--- config.mk ---
export PLATFORM = sky130hd
export DESIGN_NAME = opspec_decoder
export DESIGN_NICKNAME = d
export VERILOG_FILES = /design/src/rtl/opd_pkg.sv /design/src/rtl/opd_mode_table.sv /design/src/rtl/opd_value_form.sv /design/src/rtl/opd_fetch_ctrl.sv /design/src/rtl/opspec_decoder.sv
export SDC_FILE = /design/constraint.sdc
export NUM_CORES = 1
export LEC_CHECK = 0
export BUFFER_PORTS_ARGS = -buffer_cell sky130_fd_sc_hd__buf_2
export CORE_MARGIN = 5
export CORE_UTILIZATION = 59
export CTS_BUF_LIST = sky130_fd_sc_hd__clkbuf_8
export DETAILED_ROUTE_END_ITERATION = 12
export PLACE_DENSITY = 0.91
export SETUP_SLACK_MARGIN = 0.4
export SYNTH_ARGS = -nofsm -noshare
export SYNTH_HDL_FRONTEND = slang
export SYNTH_HIERARCHICAL = 1
export SYNTH_SLANG_ARGS = --single-unit
--- constraint.sdc ---
create_clock -name clk -period 3.1 [get_ports clk]
set_clock_uncertainty 0.05 [all_clocks]
set_input_delay 0.155 -clock clk [delete_from_list [all_inputs] [get_ports clk]]
set_output_delay 0.155 -clock clk [all_outputs]
set_load 0.01 [all_outputs]
--- src/rtl/opd_pkg.sv ---
package opd_pkg;

    localparam int ADDR_W = 20;
    localparam int WORD_W = 16;
    localparam int REG_W  = 4;
    localparam int EXT_W  = ADDR_W - WORD_W;

    localparam logic [REG_W-1:0] REG_PC = 4'd0;
    localparam logic [REG_W-1:0] REG_SR = 4'd2;
    localparam logic [REG_W-1:0] REG_CG = 4'd3;

    typedef enum logic [2:0] {
        OPK_REG     = 3'd0,
        OPK_IMM     = 3'd1,
        OPK_IND     = 3'd2,
        OPK_POSTINC = 3'd3,
        OPK_ABS     = 3'd4
    } opk_e;

    typedef enum logic [1:0] {
        VSRC_CONST = 2'd0,
        VSRC_WORD  = 2'd1,
        VSRC_PCREL = 2'd2
    } vsrc_e;

    typedef struct packed {
        opk_e              kind;
        logic [REG_W-1:0]  rnum;
        vsrc_e             vsrc;
        logic [ADDR_W-1:0] cval;
    } opclass_t;

    function automatic opclass_t mk_class(opk_e k, logic [REG_W-1:0] r,
                                          vsrc_e s, logic [ADDR_W-1:0] v);
        opclass_t c;
        c.kind = k;
        c.rnum = r;
        c.vsrc = s;
        c.cval = v;
        return c;
    endfunction

    function automatic logic needs_fetch(opclass_t c);
        return c.vsrc != VSRC_CONST;
    endfunction

endpackage

--- src/rtl/opd_mode_table.sv ---
module opd_mode_table
    import opd_pkg::*;
(
    input  logic             is_dst,
    input  logic [1:0]       mode,
    input  logic [REG_W-1:0] reg_num,
    output opclass_t         cls
);
    localparam logic [ADDR_W-1:0] ALL_ONES = {ADDR_W{1'b1}};

    opclass_t src_cls;
    opclass_t dst_cls;

    // Indexed family shared by source mode 1 and destination mode 1.
    function automatic opclass_t indexed_family(logic [REG_W-1:0] r);
        if (r == REG_PC)
            return mk_class(OPK_ABS, '0, VSRC_PCREL, '0);
        else if (r == REG_SR)
            return mk_class(OPK_ABS, '0, VSRC_WORD, '0);
        else
            return mk_class(OPK_IND, r, VSRC_WORD, '0);
    endfunction

    always_comb begin
        src_cls = mk_class(OPK_REG, reg_num, VSRC_CONST, '0);
        unique case (mode)
            2'd0: begin
                if (reg_num == REG_CG)
                    src_cls = mk_class(OPK_IMM, '0, VSRC_CONST, '0);
            end
            2'd1: begin
                if (reg_num == REG_CG)
                    src_cls = mk_class(OPK_IMM, '0, VSRC_CONST, ADDR_W'(1));
                else
                    src_cls = indexed_family(reg_num);
            end
            2'd2: begin
                if (reg_num == REG_SR)
                    src_cls = mk_class(OPK_IMM, '0, VSRC_CONST, ADDR_W'(4));
                else if (reg_num == REG_CG)
                    src_cls = mk_class(OPK_IMM, '0, VSRC_CONST, ADDR_W'(2));
                else
                    src_cls = mk_class(OPK_IND, reg_num, VSRC_CONST, '0);
            end
            default: begin
                if (reg_num == REG_PC)
                    src_cls = mk_class(OPK_IMM, '0, VSRC_WORD, '0);
                else if (reg_num == REG_SR)
                    src_cls = mk_class(OPK_IMM, '0, VSRC_CONST, ADDR_W'(8));
                else if (reg_num == REG_CG)
                    src_cls = mk_class(OPK_IMM, '0, VSRC_CONST, ALL_ONES);
                else
                    src_cls = mk_class(OPK_POSTINC, reg_num, VSRC_CONST, '0);
            end
        endcase
    end

    always_comb begin
        if (mode[0])
            dst_cls = indexed_family(reg_num);
        else
            dst_cls = mk_class(OPK_REG, reg_num, VSRC_CONST, '0);
    end

    assign cls = is_dst ? dst_cls : src_cls;

endmodule

--- src/rtl/opd_value_form.sv ---
module opd_value_form
    import opd_pkg::*;
(
    input  vsrc_e             vsrc,
    input  logic [ADDR_W-1:0] cval,
    input  logic              ext_active,
    input  logic [EXT_W-1:0]  ext_nibble,
    input  logic [WORD_W-1:0] word,
    input  logic [ADDR_W-1:0] word_addr,
    output logic [ADDR_W-1:0] value
);
    logic [EXT_W-1:0]  upper;
    logic [ADDR_W-1:0] wide_word;

    assign upper     = ext_active ? ext_nibble : '0;
    assign wide_word = {upper, word};

    always_comb begin
        unique case (vsrc)
            VSRC_WORD:  value = wide_word;
            VSRC_PCREL: value = wide_word + word_addr;
            default:    value = cval;
        endcase
    end

endmodule

--- src/rtl/opd_fetch_ctrl.sv ---
module opd_fetch_ctrl (
    input  logic clk,
    input  logic rst,
    input  logic start,
    input  logic wants_word,
    input  logic word_valid,
    output logic waiting,
    output logic accept,
    output logic take_word
);
    typedef enum logic {ST_IDLE, ST_WAIT} st_e;
    st_e st;

    assign waiting   = (st == ST_WAIT);
    assign accept    = start && !waiting;
    assign take_word = waiting && word_valid;

    always_ff @(posedge clk) begin
        if (rst) begin
            st <= ST_IDLE;
        end else begin
            unique case (st)
                ST_IDLE: if (accept && wants_word) st <= ST_WAIT;
                default: if (take_word)            st <= ST_IDLE;
            endcase
        end
    end

endmodule

--- src/rtl/opspec_decoder.sv ---
module opspec_decoder
    import opd_pkg::*;
(
    input  logic              clk,
    input  logic              rst,
    input  logic              start,
    input  logic              is_dst,
    input  logic [1:0]        mode,
    input  logic [REG_W-1:0]  reg_num,
    input  logic              ext_active,
    input  logic [EXT_W-1:0]  ext_nibble,
    input  logic [ADDR_W-1:0] instr_addr,
    input  logic [ADDR_W-1:0] word_ofs,
    input  logic              word_valid,
    input  logic [WORD_W-1:0] word_data,
    output logic              word_ready,
    output logic              need_word,
    output logic              res_valid,
    output logic [2:0]        res_kind,
    output logic [REG_W-1:0]  res_reg,
    output logic [ADDR_W-1:0] res_value,
    output logic              res_used_word
);
    opclass_t          cur_cls;
    opclass_t          pend_cls;
    logic              pend_ext;
    logic [EXT_W-1:0]  pend_nib;
    logic [ADDR_W-1:0] pend_waddr;
    logic [ADDR_W-1:0] word_value;
    logic              cur_needs;
    logic              waiting;
    logic              accept;
    logic              take_word;

    opd_mode_table u_table (
        .is_dst  (is_dst),
        .mode    (mode),
        .reg_num (reg_num),
        .cls     (cur_cls)
    );

    assign cur_needs = needs_fetch(cur_cls);

    opd_fetch_ctrl u_ctrl (
        .clk        (clk),
        .rst        (rst),
        .start      (start),
        .wants_word (cur_needs),
        .word_valid (word_valid),
        .waiting    (waiting),
        .accept     (accept),
        .take_word  (take_word)
    );

    opd_value_form u_form (
        .vsrc       (pend_cls.vsrc),
        .cval       (pend_cls.cval),
        .ext_active (pend_ext),
        .ext_nibble (pend_nib),
        .word       (word_data),
        .word_addr  (pend_waddr),
        .value      (word_value)
    );

    assign need_word  = waiting;
    assign word_ready = waiting;

    // Request capture for the word path.
    always_ff @(posedge clk) begin
        if (rst) begin
            pend_cls   <= mk_class(OPK_REG, '0, VSRC_CONST, '0);
            pend_ext   <= 1'b0;
            pend_nib   <= '0;
            pend_waddr <= '0;
        end else if (accept && cur_needs) begin
            pend_cls   <= cur_cls;
            pend_ext   <= ext_active;
            pend_nib   <= ext_nibble;
            pend_waddr <= instr_addr + word_ofs;
        end
    end

    // Result registers.
    always_ff @(posedge clk) begin
        if (rst) begin
            res_valid     <= 1'b0;
            res_kind      <= OPK_REG;
            res_reg       <= '0;
            res_value     <= '0;
            res_used_word <= 1'b0;
        end else if (take_word) begin
            res_valid     <= 1'b1;
            res_kind      <= pend_cls.kind;
            res_reg       <= pend_cls.rnum;
            res_value     <= word_value;
            res_used_word <= 1'b1;
        end else if (accept && !cur_needs) begin
            res_valid     <= 1'b1;
            res_kind      <= cur_cls.kind;
            res_reg       <= cur_cls.rnum;
            res_value     <= cur_cls.cval;
            res_used_word <= 1'b0;
        end else begin
            res_valid     <= 1'b0;
        end
    end

endmodule

==> results of run 1 <==
## report_power, final
group          internal [mW]  switching (mW)  total [mW]
logic                  0.255           0.381       0.636
clock network          0.384           0.447       0.831
registers               1.11          0.0217        1.13
total                   1.75           0.849        2.60
## worst min-delay path by stage
| stage | to | from | slack (ns) | depth (start not counted) |
|---|---|---|---|---|
| after floorplan | u_ctrl/waiting | rst | 0.17 | 1 |
| after global placement | pend_ext | ext_active | 0.35 | 3 |
| after detailed placement | pend_nib[3] | ext_nibble[3] | 0.36 | 3 |
| after CTS | u_ctrl/waiting | word_valid | 0.01 | 3 |
| after global routing | pend_cls[24] | reg_num[2] | 0.02 | 3 |
| final | u_ctrl/waiting | word_valid | 0.008 | 3 |
## layer usage
layer	vias to the layer above	routed length [um]
met5	-	0
met4	0	325
met3	36	1140
met2	254	7150
met1	2648	6580
li1	2854	-
## cells in the mapped netlist, types with 3 or more instances
library cell | count | area, um2
a21oi_1 | 110 | 551
clkbuf_8 | 4 | 55.1
ha_1 | 40 | 500
xnor2_1 | 12 | 105
o21ai_2 | 3 | 26.3
a31oi_1 | 8 | 50.1
nor2b_1 | 5 | 31.3
dfxtp_1 | 84 | 1680
a221oi_1 | 7 | 61.3
xor2_1 | 13 | 114
or3_1 | 3 | 18.8
o31ai_1 | 3 | 22.5
o21ai_1 | 12 | 60.1
o21ai_0 | 18 | 90.1
nand2_1 | 130 | 488
clkbuf_1 | 31 | 116
a22oi_1 | 9 | 67.6
mux2i_1 | 30 | 300
a21o_1 | 8 | 60.1
o21bai_1 | 4 | 30.0
buf_4 | 16 | 120
nor2_1 | 80 | 300
nand2b_1 | 3 | 18.8
a211oi_1 | 4 | 30.0
and2_1 | 5 | 31.3
nand4_1 | 5 | 31.3
and3_1 | 7 | 43.8
buf_6 | 3 | 33.8
o21a_1 | 9 | 67.6
nor3_1 | 11 | 55.1
inv_1 | 25 | 93.8
a21oi_2 | 3 | 26.3
o211ai_1 | 4 | 30.0
nand3_1 | 12 | 60.1
## metrics by stage
stage / cells / area, um2 / utilization (%) / hold WS [ns]
6_report: 981 / 6580 / 67.3 / 0.00803
5_1_grt: 981 / 6580 / 67.3 / 0.0225
4_1_cts: 981 / 6560 / 67.1 / 0.0148
3_5_place_dp: 961 / 6320 / 64.6 / 0.360
2_1_floorplan: 773 / 5890 / - / 0.174
3_3_place_gp: 961 / 6320 / 64.6 / 0.351
## cells by family after synthesis
family          synth area share, %
simple gates                   21.4
compound gates                 24.4
flops                          28.6
buf+inv                        7.42
fa+ha+maj                      9.18
mux                            5.29
xor+xnor                       3.72
## critical path, delay by kind of cell (launching register included)
kind,cells,cell delay (ns)
AO/OA/AOI/OAI,6,0.91
XOR/XNOR,1,0.19
adder cells (fa/ha/maj),2,0.64
buffers and inverters,1,0.08
flip-flops,1,0.34
AND/OR/NAND/NOR,2,0.20
## placed cells by master, fill, tap and decap left out, types with 5 or more instances in the layout
| master | count |
|---|---|
| nand2_1 | 129 |
| a21oi_1 | 110 |
| buf_2 | 102 |
| dfxtp_1 | 84 |
| nor2_1 | 79 |
| ha_1 | 40 |
| mux2i_1 | 30 |
| inv_1 | 25 |
| o21ai_0 | 18 |
| xor2_1 | 13 |
| o21ai_1 | 12 |
| nand3_1 | 12 |
| xnor2_1 | 12 |
| nor3_1 | 11 |
| buf_4 | 11 |
| o21a_1 | 9 |
| clkbuf_8 | 9 |
| a22oi_1 | 9 |
| a21o_1 | 8 |
| a31oi_1 | 8 |
| and3_1 | 7 |
| a221oi_1 | 6 |
| nand4_1 | 5 |
| and2_1 | 5 |
## timing repair
item	4_1_cts	5_1_grt
hold buffers	4	0
gates resized for setup	0	3
endpoints found under the setup margin	0	2
hold endpoints to repair	4	0
## final cells by class
type / count / area, um2
timing repair buffer: 117 / 633
multi-input combinational: 606 / 3800
inverter: 25 / 93.8
fill: 842 / 3200
clock buffer: 9 / 124
tap: 133 / 166
clock inverter: 7 / 80.1
sequential: 84 / 1680
==> summary.txt, run 1 <==
Drt
  – DRT Pass-1 Iters: 5
  – DR DRC count: 0
  – DR iter-0 viols: 577
  – Routed WL per cell: 15.5 um
  – Post-route ant nets: 0
  – Final WL: 15,200 um
  – Via density: 5.90
  – Vias: 5,792

Synthesis
  – Mapped Area: 5890 um2
  – Synth unique cells: 75
  – Post-synthesis sequential area ratio: 28.6%
  – Register bit total from synthesis: 84
  – Share of synthesized registers carrying an async set or reset: 0%
  – Count of flip-flops with a built-in enable after synthesis: 0
  – Mapped Cells: 773
  – Synth warn: 6
  – Ys flop type: dfxtp_1
  – Average cell area after synthesis: 7.62 um2
  – Synth Net Count: 887

STA
  – Sum Neg Setup Slack: 0 ns
  – Fin crit share: 82.0%
  – Tightest Pin Transition: 0.997 ns
  – RSZ-0062 raised after global routing: no
  – Final setup viols: 0
  – Rel. slew slack: 33.5%
  – Max Fclk: 393 MHz
  – Final Hold Viols: 0
  – Min Tclk post-route: 2.54 ns
  – Final worst slack: 0.558 ns
  – Pins Over Slew Limit: 0

Worst setup path
  – Crit Path Category: register to register
  – CP Capture Point: res_value[14]
  – Worst path required time: 3.29 ns
  – Slowest stage delay, CP: 0.43 ns
  – Startpoint type of the worst setup path: register
  – Crit path DAT: 2.73 ns
  – Worst-path fanout max: 4
  – CP Capture Type: register
  – R2R Setup Slk: 0.56 ns
  – Reg-to-Reg Start: pend_waddr[0]
  – Slowest cell on the critical path: fa_1
  – Worst setup startpoint: pend_waddr[0]
  – Critical-path cell list: ha_1, inv_1, fa_1, nor2b_2, o31a_1, o22ai_4, o21ai_2, a21oi_4, xor2_1, o21ai_1, a21oi_1, nor2_1
  – Cells on worst reg2reg path: 12
  – R2R Path End: res_value[14]

Floorplanning
  – Die Y: 110 um
  – Die Width: 110 um
  – Die area: 12,100 um2
  – Initial Util: 60.2%
  – I/O pin count: 103
  – Core area: 9770 um2
  – Num rows: 36

Run
  – Max-Cap Viols: 0

Clock tree
  – Htree depth: 3
  – Post-CTS Setup Inserts: 0
  – Sink Count: 84
  – Root Driver: clkbuf_8
  – Clock-pin slew on the worst setup and hold paths: 0.09 ns
  – Worst-skew pair later-pin latency: 0.37 ns
  – TritonCTS clock tree: done
  – CTS max path bufs: 2
  – Num CTS Buffers: 9

Power
  – Peak VDD IR: 0.000182 V
  – Tot Pwr: 2.60 mW
  – Pleak: 2.85 nW
  – Pwr Density: 396 nW/um2

Cells and area
  – Max reg flops: 29
  – Top reg by flops: pend_cls
  – Diode count: 0
  – Layout cells sized above 1: 19.1%
  – Largest regs: pend_cls x29, pend_waddr x20, res_value x20
  – Final net count: 957
  – P&R area growth vs syn: 11.7%

GRT
  – Met2 track demand over resource: 40.6%
  – Vias in the first global route: 5,225
  – Largest net degree at the start of global routing: 57
  – Grt met3 use: 4.17%
  – Initial antenna violation count: 0
  – Gr busiest metal: met2
  – Grt ovf: 0
  – Met1 global-route usage: 33.3%
  – Total track usage: 25.0%
  – Global-route wire length before repair: 24,500 um

Placed design
  – Pre-CTS WS: 0.576 ns
  – Dpl hpwl: 10,800 um
  – Port Buf Inserts: 102
  – RePlAce Congestion: 0.919

Run status
  – Outcome: completed

Min path
  – Worst hold path type: primary input to register
No activity file was read; power rests on OpenSTA's default activity.
==> inputs of run 2 (changes only) <==
--- a/config.mk
+++ b/config.mk
@@ -5,12 +5,13 @@
 export SDC_FILE = /design/constraint.sdc
 export NUM_CORES = 1
 export LEC_CHECK = 0
+export ABC_AREA = 1
 export BUFFER_PORTS_ARGS = -buffer_cell sky130_fd_sc_hd__buf_2
 export CORE_MARGIN = 5
-export CORE_UTILIZATION = 59
+export CORE_UTILIZATION = 54
 export CTS_BUF_LIST = sky130_fd_sc_hd__clkbuf_8
 export DETAILED_ROUTE_END_ITERATION = 12
-export PLACE_DENSITY = 0.91
+export PLACE_DENSITY = 0.88
 export SETUP_SLACK_MARGIN = 0.4
 export SYNTH_ARGS = -nofsm -noshare
 export SYNTH_HDL_FRONTEND = slang
==> constraint.sdc (replaced) <==
create_clock -name clk -period 2.3 [get_ports clk]
set_clock_uncertainty 0.05 [all_clocks]
set_input_delay 0.115 -clock clk [delete_from_list [all_inputs] [get_ports clk]]
set_output_delay 0.115 -clock clk [all_outputs]
set_load 0.01 [all_outputs]
==> run 2 against run 1 <==
Critical path type unchanged. Power rose by 64%. Combinational power rose by 130%. Worst setup slack got worse by 0.33 ns. Count of clock-buffer cells in the layout stayed put. Via count up 23%. Sequential power increased by 44%. First-iteration DRC count rose by 9.2%. Sequential cell count did not move. Non-clock buffer count is 21 higher. Final cell count grew 33%.
==> summary.txt, run 2 <==
Synthesis
  – Synth top cells by count: 258 x nand2_1, 169 x nor2_1, 105 x inv_1, 84 x dfxtp_1, 69 x nand3_1
  – Synth warn: 6
  – Post-Synth Adder-Cell Area: 8.17%
  – Mapped Cells: 1,054
  – Synth unique cells: 42
  – Largest family of logic cells by synthesized area: simple AND/OR/NAND/NOR gates
  – Register bit total from synthesis: 84
  – Post-Synth Simple-Gate Area: 37.6%
  – Ys flop type: dfxtp_1
  – Average cell area after synthesis: 6.27 um2
  – Post-Synth XOR/XNOR Area: 1.32%
  – Synth Net Count: 1,168
  – Post-synthesis compound-gate area fraction: 15.0%
  – Multiplexer area fraction after synthesis: 0%
  – Mapped Area: 6610 um2
  – Most numerous cell in the Yosys netlist: nand2_1
  – Count of flip-flops with a built-in enable after synthesis: 0
  – Share of synthesized registers carrying an async set or reset: 0%
  – Post-synthesis sequential area ratio: 25.4%
  – Synth top area cells: dfxtp_1 25%, nand2_1 15%, nor2_1 9.6%
  – Cell taking the most area after synthesis: dfxtp_1
  – Yosys top cell area share: 25.4%

Placed design
  – Port Buf Inserts: 102
  – RePlAce Congestion: 0.999
  – Dpl hpwl: 13,100 um
  – Placed insts: 1,261
  – Placed instance area: 7070 um2

Worst setup path
  – Worst path required time: 2.56 ns
  – Startpoint type of the worst setup path: register
  – CP Capture Type: register
  – R2R Setup Slk: 0.23 ns
  – Crit path DAT: 2.33 ns
  – Crit Path Category: register to register
  – Worst-path fanout max: 4

Floorplanning
  – Die area: 14,600 um2
  – Core area: 12,000 um2
  – Num rows: 40
  – I/O pin count: 103
  – Die Y: 121 um
  – Die Width: 121 um
  – Initial Util: 55.1%

GRT
  – Total track usage: 24.9%
  – Initial antenna violation count: 1
  – Grt ovf: 0
  – Vias in the first global route: 6,537
  – Global-route wire length before repair: 30,000 um
  – Largest net degree at the start of global routing: 68

Power
  – Pleak: 3.87 nW
  – Pwr Density: 540 nW/um2
  – Peak VDD IR: 0.000475 V

Cells and area
  – Layout cells sized above 1: 25.8%
  – Post-route design area: 7910 um2
  – Max reg flops: 29
  – Final cell count without fillers: 1,301
  – P&R area growth vs syn: 19.5%
  – Most common cell after layout, fill and taps aside: nand2_1
  – Largest regs: pend_cls x29, pend_waddr x20, res_value x20
  – Top reg by flops: pend_cls
  – Most frequent cells in the layout: 241 x nand2_1, 169 x nor2_1, 103 x inv_1, 102 x buf_2, 70 x dfxtp_1
  – Final net count: 1,262
  – Final core occ: 65.8%

STA
  – RSZ-0062 raised after global routing: yes
  – Max Fclk: 483 MHz
  – Fin crit share: 90.1%
  – Tightest Pin Transition: 0.566 ns
  – Pins Over Slew Limit: 0
  – Final setup viols: 0
  – Sum Neg Setup Slack: 0 ns
  – Final Hold Viols: 0
  – Rel. slew slack: 62.2%
  – Hold_ws: 0.0126 ns
  – Min Tclk post-route: 2.07 ns

Drt
  – Via density: 5.49
  – Post-route ant nets: 0
  – Final WL: 19,000 um
  – DRT Pass-1 Iters: 8
  – Vias: 7,147
  – DR iter-0 viols: 630
  – DR DRC count: 0
  – Routed WL per cell: 14.6 um

Clock tree
  – Htree depth: 3
  – Clock-pin slew on the worst setup and hold paths: 0.09 ns
  – TritonCTS clock tree: done
  – Worst-skew pair later-pin latency: 0.38 ns
  – CTS max path bufs: 2
  – Root Driver: clkbuf_8
  – Num CTS Buffers: 9
  – Sink Count: 84

Run
  – Max-Cap Viols: 0

Run status
  – Outcome: completed

Min path
  – Worst hold path type: primary input to register
[run 2: cell count changes in the layout (fill, tap and decap cells not counted), sizes merged, moves of 19 or more]
cell	before	now
nand3	12	84
mux2i	30	0
a21oi	114	72
inv	29	122
a31oi	8	27
nor2	81	179
nand2	130	279
o21ai	33	71
[run 2: area by class of cell]
type	instances	area (um2)
tap	147	184
inverter	121	457
clock inverter	7	92.6
antenna	1	2.50
sequential	84	1700
clock buffer	9	124
multi-input combinational	794	4520
timing repair buffer	138	831
fill	1035	4110
[run 2: stage by stage]
step                      worst slack (ns)  total power, mW
final                                0.228             4.27
after global routing                 0.105             4.51
after CTS                            0.366             4.12
after detailed placement             0.242             2.91
after global placement               0.302             2.89
after floorplan                      0.434             2.58
[run 2: kinds of logic (layout without fill, tap and decap cells)]
kind of cell / count (synthesis) / after routing
xor+xnor: 10 / 10
fa+ha+maj: 42 / 42
buf+inv: 176 / 275
other cells: 0 / 1
compound gates: 178 / 178
flops: 84 / 84
simple gates: 564 / 564
[run 2: power breakdown]
group	leakage, nW	switching [mW]	internal [mW]
combinational	3.07	0.891	0.570
clock	0.107	0.573	0.607
sequential	0.693	0.0711	1.56
total	3.87	1.54	2.74
[run 2: worst max-delay path: stages, from the launching register on]
cell	delay, ns
dfxtp_2	0.36
ha_4	0.13
inv_2	0.03
fa_2	0.33
inv_2	0.10
nand3_2	0.07
nand3_2	0.08
nand2_1	0.09
nand2_2	0.15
or2_1	0.13
nand3_1	0.09
a21oi_2	0.15
nand2_1	0.07
a31oi_1	0.19
[run 2: what timing repair did]
action,CTS,global route
pin swaps,15,31
endpoints found under the hold margin,6,0
resized for setup,26,65
hold buffers,7,0
gates cloned,0,0
setup buffers,2,14
setup endpoints to repair,14,17
[run 2: per-layer routing]
layer  up-vias  GRT usage, %  share of wire [%]
met4         0          9.21                2.6
met1      3239          32.3                 42
met5         -             0                  0
met3        44          4.44                7.1
met2       309          41.5                 48
li1       3555             -                  -
[run 2: worst paths after layout]
| path | startpoint | end | cells past startpoint |
|---|---|---|---|
| max | pend_waddr[0] | res_value[8] | 13 |
| min | reg_num[3] | res_reg[3] | 3 |
| max reg2reg | pend_waddr[0] | res_value[8] | 13 |
| min reg2reg | res_used_word | res_used_word | 2 |
